==> src/rtl/dspr_pkg.sv <==
package dspr_pkg;

    typedef enum logic [2:0] {
        DC_CARRY = 3'b000,
        DC_NEG   = 3'b001,
        DC_ZERO  = 3'b010,
        DC_OVF   = 3'b011,
        DC_GT    = 3'b100,
        DC_GE    = 3'b101,
        DC_RSV6  = 3'b110,
        DC_RSV7  = 3'b111
    } dc_sel_e;

    typedef struct packed {
        logic dc;
        logic gt;
        logic ovf;
        logic zero;
        logic neg;
    } flags_t;

    localparam int FLAG_W = $bits(flags_t);

endpackage

==> src/rtl/dspr_round_core.sv <==
module dspr_round_core #(
    parameter int DATA_W = 40,
    parameter int FRAC_W = 16
) (
    input  logic [DATA_W-1:0] op_i,
    output logic [DATA_W-1:0] rounded_o,
    output logic              carry_o
);
    localparam int KEEP_W = DATA_W - FRAC_W;
    localparam logic [DATA_W-1:0] HALF =
        {{KEEP_W{1'b0}}, 1'b1, {(FRAC_W-1){1'b0}}};
    localparam logic [DATA_W-1:0] KEEP_MASK =
        {{KEEP_W{1'b1}}, {FRAC_W{1'b0}}};

    logic [DATA_W:0] sum_w;

    always_comb begin
        sum_w     = {1'b0, op_i} + {1'b0, HALF};
        carry_o   = sum_w[DATA_W];
        rounded_o = sum_w[DATA_W-1:0] & KEEP_MASK;
    end
endmodule

==> src/rtl/dspr_dc_mux.sv <==
module dspr_dc_mux
    import dspr_pkg::*;
(
    input  logic [2:0] sel_i,
    input  logic       carry_i,
    input  logic       neg_i,
    input  logic       zero_i,
    input  logic       ovf_i,
    input  logic       gt_i,
    output logic       dc_o
);
    always_comb begin
        case (dc_sel_e'(sel_i))
            DC_CARRY: dc_o = carry_i;
            DC_NEG:   dc_o = neg_i;
            DC_ZERO:  dc_o = zero_i;
            DC_OVF:   dc_o = ovf_i;
            DC_GT:    dc_o = gt_i;
            DC_GE:    dc_o = ~neg_i;
            default:  dc_o = 1'b0;
        endcase
    end
endmodule

==> src/rtl/dspr_flag_gen.sv <==
module dspr_flag_gen
    import dspr_pkg::*;
#(
    parameter int DATA_W = 40
) (
    input  logic [DATA_W-1:0] res_i,
    input  logic              carry_i,
    input  logic [2:0]        sel_i,
    output flags_t            flags_o
);
    logic neg_w, zero_w, gt_w, dc_w;

    always_comb begin
        neg_w  = res_i[DATA_W-1];
        zero_w = (res_i == '0);
        gt_w   = ~neg_w & ~zero_w;
    end

    dspr_dc_mux u_dc_mux (
        .sel_i   (sel_i),
        .carry_i (carry_i),
        .neg_i   (neg_w),
        .zero_i  (zero_w),
        .ovf_i   (1'b0),
        .gt_i    (gt_w),
        .dc_o    (dc_w)
    );

    always_comb begin
        flags_o      = '0;
        flags_o.neg  = neg_w;
        flags_o.zero = zero_w;
        flags_o.ovf  = 1'b0;
        flags_o.gt   = gt_w;
        flags_o.dc   = dc_w;
    end
endmodule

==> src/rtl/dspr_round_unit.sv <==
module dspr_round_unit
    import dspr_pkg::*;
#(
    parameter int DATA_W = 40,
    parameter int FRAC_W = 16
) (
    input  logic              clk,
    input  logic              rst,
    input  logic              in_valid,
    input  logic [DATA_W-1:0] in_operand,
    input  logic [2:0]        in_dc_sel,
    output logic              out_valid,
    output logic [DATA_W-1:0] out_result,
    output logic [FLAG_W-1:0] out_flags
);
    typedef struct packed {
        logic              valid;
        logic [DATA_W-1:0] result;
        flags_t            flags;
    } state_t;

    state_t st_d, st_q;

    logic [DATA_W-1:0] rounded_w;
    logic              carry_w;
    flags_t            flags_w;

    dspr_round_core #(
        .DATA_W (DATA_W),
        .FRAC_W (FRAC_W)
    ) u_core (
        .op_i      (in_operand),
        .rounded_o (rounded_w),
        .carry_o   (carry_w)
    );

    dspr_flag_gen #(
        .DATA_W (DATA_W)
    ) u_flags (
        .res_i   (rounded_w),
        .carry_i (carry_w),
        .sel_i   (in_dc_sel),
        .flags_o (flags_w)
    );

    always_comb begin
        st_d       = st_q;
        st_d.valid = in_valid;
        if (in_valid) begin
            st_d.result = rounded_w;
            st_d.flags  = flags_w;
        end
    end

    always_ff @(posedge clk) begin
        if (rst) begin
            st_q <= '0;
        end else begin
            st_q <= st_d;
        end
    end

    assign out_valid  = st_q.valid;
    assign out_result = st_q.result;
    assign out_flags  = st_q.flags;
endmodule

==> config.mk <==
export PLATFORM = sky130hd
export DESIGN_NAME = dspr_round_unit
export DESIGN_NICKNAME = d
export VERILOG_FILES = /design/src/rtl/dspr_pkg.sv /design/src/rtl/dspr_round_core.sv /design/src/rtl/dspr_dc_mux.sv /design/src/rtl/dspr_flag_gen.sv /design/src/rtl/dspr_round_unit.sv
export SDC_FILE = /design/constraint.sdc
export NUM_CORES = 1
export LEC_CHECK = 0
export ABC_AREA = 1
export BUFFER_PORTS_ARGS = -buffer_cell sky130_fd_sc_hd__buf_2
export CAP_MARGIN = 10
export CORE_AREA = 3 3 73 75
export DETAILED_ROUTE_END_ITERATION = 8
export DIE_AREA = 0 0 76 78
export GPL_TIMING_DRIVEN = 0
export PLACE_DENSITY = 0.74
export SYNTH_ARGS = -nofsm -noshare
export SYNTH_HDL_FRONTEND = slang
export SYNTH_SLANG_ARGS = --single-unit
==> constraint.sdc <==
create_clock -name clk -period 1.6 [get_ports clk]
set_input_delay 0 -clock clk [delete_from_list [all_inputs] [get_ports clk]]
set_output_delay 0 -clock clk [all_outputs]
set_load 0.1 [all_outputs]
==> impl_results.md, run 1 <==
- Clock latency on the worst-skew pair: 0.27 ns
- CP Max Fanout: 6
- Global-route wire length before repair: 8.197 mm
- FMAX: 680.6 MHz
- HP Class: primary input to flop
- Final cell count without fillers: 494
- H-tree depth: 1
- Worst slack at placement: -0.1784 ns
- # clock sinks: 28
- WHS: 0.03293 ns
- Initial antenna violation count: 0
- Core box area: 4723 µm²
- Sequential share of the synthesized area: 26.84%
- Total routed wirelength: 5.169 mm
- Reg clk slew, reported paths: 0.09 ns
- Distinct cells, synth: 27
- Ranking of synthesized cells by area: dfxtp_1, nand2_1, nor2_1
- Placed Area: 2517 µm²
- Peak VDD IR: 0.3318 mV
- Final period utilization: 91.83%
- Status: complete, no violations
- Port Buffers: 57
- Combinational family with the most area after synthesis: simple AND/OR/NAND/NOR gates
- Die area: 5928 µm²
- WP data arrival: 1.69 ns
- Cells after synthesis: 347
- Die Y: 78 µm
- Final Setup Violations: 0
- Cell Chain, Critical Path: buf_2, ha_4, nand2_2, nor2_8, nand2_2, nor2_4, buf_4, xor2_1, nor2_1, nand2_1, nor2_2, nand2_2, nand3_1, nand3_1, nand2_1, a21oi_2
- DRC: 0
- Req. time, crit path: 1.82 ns
- Placed Instances: 487
- Xor/xnor share of the synthesized area: 2.516%
- Die extent in x: 76 µm
- Fin util: 56.50%
- Via count: 2,196
- Final worst path period need: 1.469 ns
- Synth warn: 0
- Cts bufs inserted: 3
- Synthesized flop and latch total: 28
- Placer Congestion: 0.8146
- Area Growth Syn to Fin: 27.80%
- Starting Density: 44.21%
- Cell area after synthesis: 2088 µm²
- Setup TNS: 0 ns
- Largest net degree at the start of global routing: 17
- N_diodes: 0
- Avg Inst Size Synth: 6.018 µm²
- Worst Setup End Kind: flop
- Fin Clk Skew: 0 ns
- Max-slew violations: 0
- Most frequent cells in the layout: nand2_1, nor2_1, buf_2, inv_1, dfxtp_1
- Power Density: 837.3 nW/µm²
- Post-route ant nets: 0
- Synth top area share: 26.84%
- Power Total: 2.235 mW
- DR vias/cell: 4.445
- Overflow left after global routing: 0
- WL/cell: 10.46 µm
- Detailed Route Iter0 Violations: 118
- Share of synthesized cell area in full adder, half adder and majority cells: 1.198%
- Total track usage: 16.67%
- FP Rows: 25
- CP Class: primary input to flop
- Critical path's most frequent cell: nand2_2
- Mux share of post-synthesis cell area: 0%
- Biggest area consumer among synthesized cells: dfxtp_1
- Worst setup SP type: primary input
- CP delay by family, top: simple AND/OR/NAND/NOR gates
- Post-DP HPWL: 4.333 mm
- Worst path bufs/invs: 2
- Final setup margin: 0.1307 ns
- CTS Buffer Depth: 2
- Crit-path slowest cell: xor2_1
- Post-synthesis simple-gate area fraction: 43.26%
- Non-Filler Cell Area, Final: 2669 µm²
- Reg2Reg Setup Slack: 0.89 ns
- Fin nets: 476
- I/O Pins: 92
- 1st-pass router iterations: 4
- CTS tree: done
- Post-synthesis compound-gate area fraction: 8.748%
- Vias in the first global route: 1,907
- CTS Root Cell: clkbuf_8
- CP max stage delay: 0.25 ns
- Endpoints failing hold: 0
- Share of cells above drive strength 1: 26.00%
- Commonest non-fill, non-tap cell in the layout: nand2_1
- Max Cap Viol: 0
- Pleak: 1.458 nW
[cell usage after synthesis]
| library cell | n |
|---|---|
| nand3_1 | 18 |
| nand2_4 | 1 |
| buf_4 | 19 |
| conb_1 | 1 |
| o211ai_1 | 5 |
| nor3_1 | 3 |
| nor2_2 | 3 |
| ha_1 | 2 |
| nor2_4 | 6 |
| o21ai_0 | 24 |
| nor2_8 | 1 |
| inv_1 | 50 |
| xnor2_1 | 4 |
| xor2_1 | 2 |
| a21oi_2 | 1 |
| nand2_2 | 5 |
| inv_2 | 1 |
| a31oi_1 | 1 |
| nor2_1 | 69 |
| dfxtp_1 | 28 |
| nor4_1 | 1 |
| clkbuf_1 | 6 |
| buf_1 | 1 |
| nand2_1 | 83 |
| nand4_1 | 2 |
| nand3b_1 | 8 |
| a21oi_1 | 2 |
[sequential cells by signal (all words and copies together), names as in the netlist]
name        flops
out_result     23
out_flags       4
out_valid       1
[cells by family after synthesis]
family,after synthesis
AOI/OAI and AO/OA,33
xor gates and xnor gates,6
adders and majority gates,2
buffers and inverters,77
DFF,28
other,1
and+or+nand+nor,200
[final timing paths]
check / from / end / cells after the start
worst max-delay path: in_operand[16] / out_flags[4]$_SDFFE_PP0P_ / 16
worst min-delay path: in_operand[34] / out_result[34]$_SDFFE_PP0P_ / 3
worst max register to register: out_result[20]$_SDFFE_PP0P_ / out_result[20]$_SDFFE_PP0P_ / 4
worst min register to register: out_result[19]$_SDFFE_PP0P_ / out_result[19]$_SDFFE_PP0P_ / 2
[what timing repair did]
action,4_1_cts,5_1_grt
buffers inserted,0,3
hold buffers,0,0
resized for setup,0,16
setup endpoints to repair,0,1
[report_power, final]
part           switching, mW  internal [mW]  total [mW]
sequential            0.0243          0.745       0.769
clock                  0.207          0.335       0.542
combinational          0.749          0.174       0.923
total                  0.981           1.25        2.23
[tightest hold or removal path, stage by stage]
cell,delay [ns]
buf_2,0.12
nand2_1,0.08
a31oi_1,0.07
[metal layers]
metal	track usage, %	up-vias	wire (µm)	share of wire (%)
li1	-	1191	-	-
met1	22.07	933	2367	46
met2	28.55	68	2374	46
met3	1.972	4	378	7.3
met4	4.891	0	48	0.93
met5	0	-	0	0
[layout make-up]
| class | count | area [µm²] |
|---|---|---|
| tap | 67 | 83.83 |
| inverter | 51 | 191.4 |
| fill | 480 | 2054 |
| clock inverter | 1 | 30.03 |
| multi-input combinational | 258 | 1282 |
| buffer | 26 | 168.9 |
| timing repair buffer | 60 | 310.3 |
| sequential | 28 | 560.5 |
| clock buffer | 3 | 41.29 |
No activity file was read; power rests on OpenSTA's default activity.
==> run 2, diff against run 1 <==
Settings changed: PLACE_DENSITY 0.74 to default, PLACE_DENSITY_LB_ADDON from default to 0.1, SKIP_CTS_REPAIR_TIMING from default to 1.
==> impl_results.md, run 2 (synthesis gave the netlist of run 1 again) <==
- N_diodes: 0
- CTS Buffer Depth: 2
- Global-route wire length before repair: 8.424 mm
- Reg clk slew, reported paths: 0.09 ns
- Via count: 2,176
- Area Growth Syn to Fin: 26.78%
- CP Max Fanout: 6
- FP Rows: 25
- Fin util: 56.05%
- Switching Fraction: 46.33%
- Pleak: 1.471 nW
- Final Setup Violations: 0
- FMAX: 669.0 MHz
- RSZ-0062 raised after global routing: no
- CP Class: primary input to flop
- Part of the power in registers: 36.2%
- Die Y: 78 µm
- Int Power: 1.138 mW
- Comb pwr share: 43.5%
- Detailed Route Iter0 Violations: 144
- Clock share of power: 20.4%
- CTS Root Cell: clkbuf_8
- Fin Clk Skew: 0 ns
- Peak VDD IR: 0.3109 mV
- Final worst path period need: 1.495 ns
- Max reg flops: 23
- DRC: 0
- Commonest non-fill, non-tap cell in the layout: nand2_1
- Power Total: 2.121 mW
- 1st-pass router iterations: 4
- CTS tree: done
- Final period utilization: 93.43%
- Vias in the first global route: 1,852
- Die extent in x: 76 µm
- # clock sinks: 28
- Overflow left after global routing: 0
- HP Class: primary input to flop
- DR vias/cell: 4.414
- Largest net degree at the start of global routing: 16
- Endpoints failing hold: 0
- Initial antenna violation count: 0
- Worst setup SP type: primary input
- Cts bufs inserted: 3
- Power Density: 801.1 nW/µm²
- Placer Congestion: 0.8179
- Die area: 5928 µm²
- Most frequent cells in the layout: nand2_1, nor2_1, buf_2, inv_1, dfxtp_1
- Post-route ant nets: 0
- Max-slew violations: 0
- WL/cell: 10.27 µm
- WP data arrival: 1.64 ns
- Starting Density: 44.21%
- Req. time, crit path: 1.75 ns
- Max Cap Viol: 0
- Port Buffers: 57
- Share of cells above drive strength 1: 25.59%
- I/O Pins: 92
- Status: complete, no violations
- Core box area: 4723 µm²
- Clock latency on the worst-skew pair: 0.27 ns
- Worst Setup End Kind: flop
- Total routed wirelength: 5.061 mm
- Fin nets: 475
- Post-DP HPWL: 4.255 mm
- H-tree depth: 1
- Switching power: 982.7 µW
- Total track usage: 17.08%
==> run 2: cell types whose count changed in the layout (fill, tap and decap cells not counted), sizes merged <==
cell	change
clkbuf	+1
buf	-1
bufinv	-1
==> run 2: final cells by class <==
| type | count | area [µm²] |
|---|---|---|
| plain buffers | 26 | 168.9 |
| clock buffers | 4 | 55.05 |
| fillers | 515 | 2076 |
| inverters | 51 | 191.4 |
| multi-input cells | 258 | 1285 |
| flip-flops and latches | 28 | 560.5 |
| well taps | 67 | 83.83 |
| repair buffers | 59 | 302.8 |
==> run 2: worst paths after layout <==
kind / start / endpoint / slack [ns] / cells past startpoint
setup / recovery: in_operand[16] / out_flags[4]$_SDFFE_PP0P_ / 0.11 / 15
hold / removal: in_operand[34] / out_result[34]$_SDFFE_PP0P_ / 0.03 / 3
setup reg to reg: out_result[21]$_SDFFE_PP0P_ / out_result[21]$_SDFFE_PP0P_ / 0.92 / 4
hold reg to reg: out_result[30]$_SDFFE_PP0P_ / out_result[30]$_SDFFE_PP0P_ / 0.48 / 2
==> run 2: power by group through the flow <==
| stage | combinational [mW] | sequential [mW] | clock [mW] |
|---|---|---|---|
| after global placement | 0.906 | 0.783 | 0 |
| after CTS | 0.913 | 0.767 | 0.438 |
| after floorplan | 0.411 | 1.13 | 0 |
| final | 0.922 | 0.767 | 0.432 |
| after detailed placement | 0.911 | 0.783 | 0 |
| after global routing | 0.980 | 0.773 | 0.464 |
==> run 2: metal layers <==
layer / global-route usage [%] / part of all wire (%)
met1: 24.19 / 50
met2: 27.84 / 43
met3: 1.508 / 5.7
met4: 4.529 / 1.0
met5: 0 / 0
==> run 2: through the flow <==
step                      hold slack [ns]  setup slack, ns  setup TNS [ns]  cell area [µm²]  std cells
final                             0.03487           0.1052               0             2648        493
after global routing              0.03943         0.002693               0             2648        493
after CTS                         0.02809          0.05169               0             2572        491
after detailed placement           0.3222          -0.2147         -0.2559             2517        487
after global placement             0.3208          -0.2316         -0.2751             2517        487
after floorplan                    0.1716           0.1818               0             2148        363
==> run 2: worst max-delay path: stages <==
cell and delay (ns):
buf_2 0.13, ha_4 0.14, nand2_2 0.08, nor2_8 0.17, buf_4 0.13, nand3b_1 0.09, xnor2_1 0.19, nor2_1 0.12
nand2_1 0.07, nor2_2 0.15, nand2_2 0.08, nand3_1 0.07, nand3_1 0.08, nand2_1 0.09, a21oi_2 0.06
